<file path="src/rtl/guest_cnt_gate_pkg.sv">
package guest_cnt_gate_pkg;
  typedef enum logic [1:0] {
    PRIV_U   = 2'd0,
    PRIV_S   = 2'd1,
    PRIV_RSV = 2'd2,
    PRIV_M   = 2'd3
  } priv_e;
endpackage

</file>
<file path="src/rtl/cnt_addr_decode.sv">
module cnt_addr_decode #(
  parameter int unsigned ADDR_W  = 12,
  parameter int unsigned NUM_CNT = 32,
  parameter logic [ADDR_W-1:0] LO_BASE = 12'hC00,
  parameter logic [ADDR_W-1:0] HI_BASE = 12'hC80,
  localparam int unsigned IDX_W = $clog2(NUM_CNT)
) (
  input  logic [ADDR_W-1:0] addr_i,
  output logic              hit_o,
  output logic [IDX_W-1:0]  idx_o
);
  localparam logic [ADDR_W-1:0] SPAN = ADDR_W'(NUM_CNT);

  logic [ADDR_W-1:0] off_lo, off_hi;
  logic              hit_lo, hit_hi;

  assign off_lo = addr_i - LO_BASE;
  assign off_hi = addr_i - HI_BASE;
  assign hit_lo = off_lo < SPAN;
  assign hit_hi = off_hi < SPAN;

  assign hit_o = hit_lo | hit_hi;
  assign idx_o = hit_lo ? off_lo[IDX_W-1:0] : off_hi[IDX_W-1:0];
endmodule

</file>
<file path="src/rtl/cnt_hce_reg.sv">
module cnt_hce_reg #(
  parameter int unsigned NUM_CNT = 32,
  parameter logic [NUM_CNT-1:0] HW_ZERO_MASK = '0
) (
  input  logic               clk_i,
  input  logic               rst_ni,
  input  logic               we_i,
  input  logic [NUM_CNT-1:0] wdata_i,
  output logic [NUM_CNT-1:0] q_o
);
  for (genvar b = 0; b < NUM_CNT; b++) begin : g_bit
    if (HW_ZERO_MASK[b]) begin : g_tied
      assign q_o[b] = 1'b0;
    end else begin : g_flop
      logic bit_q;
      always_ff @(posedge clk_i or negedge rst_ni) begin
        if (!rst_ni)   bit_q <= 1'b0;
        else if (we_i) bit_q <= wdata_i[b];
      end
      assign q_o[b] = bit_q;
    end
  end
endmodule

</file>
<file path="src/rtl/cnt_gate_eval.sv">
module cnt_gate_eval
  import guest_cnt_gate_pkg::*;
#(
  parameter int unsigned NUM_CNT = 32,
  localparam int unsigned IDX_W = $clog2(NUM_CNT)
) (
  input  logic               hit_i,
  input  logic [IDX_W-1:0]   idx_i,
  input  priv_e              priv_i,
  input  logic               virt_i,
  input  logic [NUM_CNT-1:0] mcnt_en_i,
  input  logic [NUM_CNT-1:0] scnt_en_i,
  input  logic [NUM_CNT-1:0] hcnt_en_i,
  output logic               allow_o,
  output logic               illegal_o
);
  logic m_ok, s_ok, h_ok, is_m, is_u, granted;

  assign m_ok = mcnt_en_i[idx_i];
  assign s_ok = scnt_en_i[idx_i];
  assign h_ok = hcnt_en_i[idx_i];
  assign is_m = (priv_i == PRIV_M);
  assign is_u = (priv_i == PRIV_U);

  always_comb begin
    if (is_m) begin
      granted = 1'b1;
    end else begin
      granted = m_ok;
      if (virt_i) granted = granted & h_ok;
      if (is_u)   granted = granted & s_ok;
    end
  end

  assign allow_o   = hit_i & granted;
  assign illegal_o = hit_i & ~granted;
endmodule

</file>
<file path="src/rtl/guest_cnt_gate.sv">
module guest_cnt_gate
  import guest_cnt_gate_pkg::*;
#(
  parameter int unsigned NUM_CNT = 32,
  parameter int unsigned ADDR_W  = 12,
  parameter logic [ADDR_W-1:0] LO_BASE = 12'hC00,
  parameter logic [ADDR_W-1:0] HI_BASE = 12'hC80,
  parameter logic [NUM_CNT-1:0] HW_ZERO_MASK = NUM_CNT'(32'hF000_0000)
) (
  input  logic               clk_i,
  input  logic               rst_ni,
  input  logic [ADDR_W-1:0]  csr_addr_i,
  input  logic [1:0]         priv_i,
  input  logic               virt_i,
  input  logic [NUM_CNT-1:0] mcnt_en_i,
  input  logic [NUM_CNT-1:0] scnt_en_i,
  input  logic               hce_we_i,
  input  logic [NUM_CNT-1:0] hce_wdata_i,
  output logic [NUM_CNT-1:0] hce_o,
  output logic               allow_o,
  output logic               illegal_o
);
  localparam int unsigned IDX_W = $clog2(NUM_CNT);

  logic             hit;
  logic [IDX_W-1:0] idx;

  cnt_addr_decode #(
    .ADDR_W (ADDR_W),
    .NUM_CNT(NUM_CNT),
    .LO_BASE(LO_BASE),
    .HI_BASE(HI_BASE)
  ) u_dec (
    .addr_i(csr_addr_i),
    .hit_o (hit),
    .idx_o (idx)
  );

  cnt_hce_reg #(
    .NUM_CNT     (NUM_CNT),
    .HW_ZERO_MASK(HW_ZERO_MASK)
  ) u_hce (
    .clk_i  (clk_i),
    .rst_ni (rst_ni),
    .we_i   (hce_we_i),
    .wdata_i(hce_wdata_i),
    .q_o    (hce_o)
  );

  cnt_gate_eval #(
    .NUM_CNT(NUM_CNT)
  ) u_eval (
    .hit_i    (hit),
    .idx_i    (idx),
    .priv_i   (priv_e'(priv_i)),
    .virt_i   (virt_i),
    .mcnt_en_i(mcnt_en_i),
    .scnt_en_i(scnt_en_i),
    .hcnt_en_i(hce_o),
    .allow_o  (allow_o),
    .illegal_o(illegal_o)
  );
endmodule

</file>
<file path="config.mk">
export PLATFORM = sky130hd
export DESIGN_NAME = guest_cnt_gate
export DESIGN_NICKNAME = d
export VERILOG_FILES = /design/src/rtl/guest_cnt_gate_pkg.sv /design/src/rtl/cnt_addr_decode.sv /design/src/rtl/cnt_hce_reg.sv /design/src/rtl/cnt_gate_eval.sv /design/src/rtl/guest_cnt_gate.sv
export SDC_FILE = /design/constraint.sdc
export NUM_CORES = 1
export LEC_CHECK = 0
export ABC_AREA = 1
export BUFFER_PORTS_ARGS = -buffer_cell sky130_fd_sc_hd__buf_2
export CORE_MARGIN = 3
export CORE_UTILIZATION = 47
export DETAILED_ROUTE_END_ITERATION = 12
export GPL_TIMING_DRIVEN = 0
export PLACE_DENSITY = 0.86
export SLEW_MARGIN = 40
export SYNTH_ARGS = -nofsm -noshare
export SYNTH_HDL_FRONTEND = slang
export SYNTH_SLANG_ARGS = --single-unit
</file>
<file path="constraint.sdc">
create_clock -name clk_i -period 2.5 [get_ports clk_i]
set_input_delay 0.5 -clock clk_i [delete_from_list [all_inputs] [get_ports clk_i]]
set_output_delay 0.5 -clock clk_i [all_outputs]
set_load 0.02 [all_outputs]
</file>
# Word level (Yosys, flattened, before mapping)
# Index checks and enable logic that the tools add are counted.
dict set report word_totals {
  register_bits 28
  input_bits 114
  out_inout_bits 34
  elab_cells 52
}
dict set report op_classes {
  addsub 2
  magnitude_cmp 3
  eq_ne 1
  mux 11
  bitwise_logic 6
  n_reduce_logical 1
}
# op count
set ops {}
lappend ops {{12-bit by 6-bit < comparator with 1-bit output (second input constant)} 2}
lappend ops {{12-bit subtractor (second input constant)} 2}
lappend ops {{1-bit binary-select mux with 5-bit select} 3}
lappend ops {{1-bit two-way mux} 7}
lappend ops {{5-bit by 6-bit < comparator with 1-bit output (second input constant)} 1}
lappend ops {{5-bit two-way mux} 1}
lappend ops {{1-bit AND} 4}
lappend ops {{2-bit == test (second input constant)} 1}
lappend ops {{2-bit logical NOT} 1}
lappend ops {{1-bit NOT} 1}
lappend ops {{1-bit bitwise OR} 1}

# Logic depth before layout (Yosys ltp)
dict set report logic_depth {
  depth_word 13
  depth_mapped 14
  depth_no_buf 13
}

# By module
# From an unflattened synthesis, not the netlist that was laid out.
dict set report unflattened {
  hier_cells 432
  hier_area_um2 2592.5
}
# mod n_inst cells_per_inst area_per_inst_um2 seq_area_each_um2
set by_module_without_submodules {}
lappend by_module_without_submodules {cnt_hce_reg 1 151 1320.0 700.7}
lappend by_module_without_submodules {cnt_gate_eval 1 260 1163.6 0.0}
lappend by_module_without_submodules {cnt_addr_decode 1 21 108.9 0.0}

# Worst setup path after synthesis
# No wires, ideal clock.
dict set report synth_timing {
  path_type {in2out}
  startpoint {input port csr_addr_i[0]}
  endpoint {output port illegal_o}
  t_arrival_ns 1.568
  t_required_ns 2.000
  setup_slack_ns 0.432
  cell_stages 12
  path_buffers 1
  cell_sequence {inv_2 > buf_2 > nand2_1 > nand3_1 > nand3_1 > nand2_1 > nand2_1 > nand3_1 > nand2_1 > nand2_1 > nand3_1 > nor2_1}
}
dict set report synth_via {
  elab_chain_cells 13
  elab_cells_between_ends 20
  classes_between {add/sub: 2; order compare: 2; mux: 11; bitwise: 5}
}
# item line
set synth_rtl {}
lappend synth_rtl {{from (decl)} guest_cnt_gate.sv:12} ;# input logic [ADDR_W-1:0] csr_addr_i,
lappend synth_rtl {{12-bit subtractor} cnt_addr_decode.sv:17} ;# assign off_lo = addr_i - LO_BASE;
lappend synth_rtl {{12-bit by 6-bit < comparator with 1-bit output} cnt_addr_decode.sv:19} ;# assign hit_lo = off_lo < SPAN;
lappend synth_rtl {{5-bit two-way mux} cnt_addr_decode.sv:23} ;# assign idx_o = hit_lo ? off_lo[IDX_W-1:0] : off_hi[IDX_W-1:0];
lappend synth_rtl {{1-bit binary-select mux with 5-bit select, on equally long branches} {cnt_gate_eval.sv:19, cnt_gate_eval.sv:21}}
lappend synth_rtl {{1-bit two-way mux, on equally long branches} {cnt_gate_eval.sv:19, cnt_gate_eval.sv:21}}
lappend synth_rtl {{1-bit AND} cnt_gate_eval.sv:30} ;# if (virt_i) granted = granted & h_ok;
lappend synth_rtl {{1-bit two-way mux} cnt_gate_eval.sv:30}
lappend synth_rtl {{1-bit two-way mux} cnt_gate_eval.sv:26} ;# if (is_m) begin
lappend synth_rtl {{1-bit AND} cnt_gate_eval.sv:31} ;# if (is_u) granted = granted & s_ok;
lappend synth_rtl {{1-bit two-way mux} cnt_gate_eval.sv:31}
lappend synth_rtl {{1-bit two-way mux} cnt_gate_eval.sv:26}
lappend synth_rtl {{1-bit NOT} cnt_gate_eval.sv:36} ;# assign illegal_o = hit_i & ~granted;
lappend synth_rtl {{1-bit AND (*)} cnt_gate_eval.sv:36}
lappend synth_rtl {{to (decl)} guest_cnt_gate.sv:21} ;# output logic illegal_o
# Mark *: on every way between the ends. The rest lies on a longest branch, timed or not. The select of a mux whose other input is x is not followed.

# Worst setup path in the final report
dict set report layout_timing {
  startpoint {input port csr_addr_i[1]}
  endpoint {output port illegal_o}
}
# The elaborated chain is that of the path after synthesis.

==> impl_metrics.csv <==
group,metric,value,unit
outcome,status,"completed",
yosys,synth_top_area_share,29.0,%
floorplanning,die_w,77.7,microns
yosys,avgSynthCellArea,6.22,sq um
critical_path,crit_path_max_fanout,10,
clocking,clk_latency,270,ps
finish,reg_top3,"u_hce.g_bit.g_flop.bit_q: 28 flops",
timing,finalCritPeriodShare,93.7,%
yosys,synthCells,388,
detailed_routing,wire_per_inst,12.3,microns
clocking,ctsRootBufferMaster,"clkbuf_8",
detailed_routing,ant_nets,0,
timing,hold_viol,0,
finish,regMostFlops,"u_hce.g_bit.g_flop.bit_q",
floorplanning,die-height,77.7,microns
floorplanning,core_area,0.00485,sq mm
timing,finalSetupViolCount,0,
clocking,cts.sinks,28,
critical_path,cp.arrival,1840,ps
finish,syn_to_final_growth,36.1,%
timing,clock-skew-final,0,ps
finish,final_area,0.00329,sq mm
yosys,synth_area_leader_cell,"dfrtp_1",
detailed_routing,wirelength,7360,microns
floorplanning,start_util,49.8,%
finish,drive_gt1_share,37.4,%
clocking,ctsResizeCount,0,
timing,finalWorstSetupSlack,157,ps
timing,holdWs,222,ps
yosys,synthTopCellsByArea,"dfrtp_1, nand2_1, nand3_1",
timing,fmax,427,MHz
clocking,cts_tree,"built",
place,post_dp_cell_area,0.00320,sq mm
global_routing,grt_pass1_wl,11800,microns
place,place_ws,106,ps
yosys,ys_seq_area_share,29.0,%
detailed_routing,initialDrtViolationCount,120,
clocking,htreeDepth,1,
critical_path,critPathRequiredTime,2000,ps
detailed_routing,via_count,2839,
floorplanning,ioPinCount,148,
global_routing,grt_overflow_total,0,
place,dp_hpwl,6070,microns
global_routing,grt_max_degree,29,
global_routing,grt_pass1_vias,2693,
place,io_buffers,137,
detailed_routing,drc,0,
pwr,peakVddDrop,0.319,mV
timing,relSlewSlack,58.3,%
critical_path,r2r_start,"u_hce.g_bit[25].g_flop.bit_q$_DFFE_PN0P_",
detailed_routing,vias_per_cell,4.74,
finish,diodes,0,
finish,final_cells,599,
finish,fin_nets,648,
critical_path,setup.worst_path.start_class,"primary input",
clocking,clk_pin_slew_worst_paths,100,ps
yosys,syn-cell-area,0.00241,sq mm
place,finalWeightedCongestion,0.950,
critical_path,cp-end-kind,"primary output",
yosys,synth_cell_type_count,21,
global_routing,grt_usage,23.9,%
critical_path,criticalPathCategory,"in -> out",
floorplanning,dieArea,0.00603,sq mm
clocking,postCtsSetupBuffers,0,
finish,final_common_cell,"nand2_1",
global_routing,antenna_found_initial,0,
flow_run,maxCapViolCount,0,
timing,grt_setup_unrepaired,"false",
pwr,power.leakage,2.00,nW
finish,layout_common_cells,"nand2_1, buf_2, nand3_1, inv_1, buf_4",
place,dp.cells,595,
timing,tns,0,ps
detailed_routing,dr.pass1.iters,5,
yosys,ys_seq_elements,28,
clocking,ctsHoldBuffers,0,
min_path,hold_path_class,"in -> async",
timing,worstMarginPinSlew,626,ps
timing,period_minus_slack,2340,ps
critical_path,crit_start,"csr_addr_i[1]",
clocking,cts_buffers,3,
clocking,clockBufferDepth,2,
timing,slew_violations,0,
critical_path,r2r_slack,1700,ps
finish,largest_reg_flops,28,
pwr,p_per_area,428,mW/mm^2
yosys,yosysWarnings,0,
floorplanning,fp-row-count,25,
-- layer usage --
layer / global-route usage, % / wire length, microns
met5: 0 / 0
met2: 41.1 / 3550
met3: 4.41 / 595
met4: 7.47 / 158
met1: 30.2 / 3060
-- cell type report --
cell class	count	area (sq um)
Inverter	48	183
Fill cell	436	1560
Multi-Input combinational cell	264	1190
Clock buffer	3	41.3
Clock inverter	1	30.0
Sequential cell	28	701
Timing Repair Buffer	137	686
Buffer	51	375
Tap cell	67	83.8
-- cells in the mapped netlist --
library cell and count:
nor2_1 11, inv_1 46, o21ai_1 3, nand3_1 54
o2111ai_1 1, o21ai_0 20, buf_2 10, o211ai_1 1
dfrtp_1 28, mux2_2 9, buf_4 33, inv_2 2
conb_1 1, clkbuf_1 4, ha_1 1, buf_6 4
nor4_1 1, nand4_1 1, a21oi_1 2, nand2_1 154
a21boi_1 2
-- through the flow --
step,total power [mW],utilization (%)
floorplan,0.853,-
global placement,1.03,65.9
detailed placement,1.04,65.9
CTS,1.40,67.4
global route,1.49,67.8
finish,1.41,67.8
-- kinds of logic (layout without fill, tap and decap cells) --
kind of cell	Yosys count	in the layout	share of synthesized area (%)
simple gates	221	221	37.4
buf+inv	99	240	22.3
compound gates	29	29	6.48
flops	28	28	29.0
mux	9	9	4.20
fa+ha+maj	1	1	0.518
other cells	1	4	0.155
-- worst max-delay path, cell delays in order --
cell,delay [ps]
buf_2,140
inv_2,100
buf_2,230
nand3_1,110
nand3_1,80
nand3_1,120
nand2_1,90
nand2_1,40
nand4_1,70
nand3_1,100
nor2_1,90
buf_2,170
-- worst paths after layout --
| path | endpoint | cells past startpoint |
|---|---|---|
| max in group asynchronous | u_hce.g_bit[27].g_flop.bit_q$_DFFE_PN0P_ | 1 |
| worst min register to register | u_hce.g_bit[7].g_flop.bit_q$_DFFE_PN0P_ | 2 |
| min in group clk_i | u_hce.g_bit[7].g_flop.bit_q$_DFFE_PN0P_ | 3 |
| worst max register to register | u_hce.g_bit[25].g_flop.bit_q$_DFFE_PN0P_ | 1 |
| worst max-delay path | illegal_o | 12 |
| worst min-delay path | u_hce.g_bit[20].g_flop.bit_q$_DFFE_PN0P_ | 1 |
-- report_power, final --
| part | leakage [nW] | switching (mW) | total, mW | internal, mW |
|---|---|---|---|---|
| Sequential | 0.336 | 0.0283 | 0.523 | 0.495 |
| Combinational | 1.63 | 0.276 | 0.517 | 0.241 |
| Clock | 0.0357 | 0.151 | 0.365 | 0.215 |
| Total | 2.00 | 0.455 | 1.41 | 0.950 |
(Power assumes the default switching activity.)
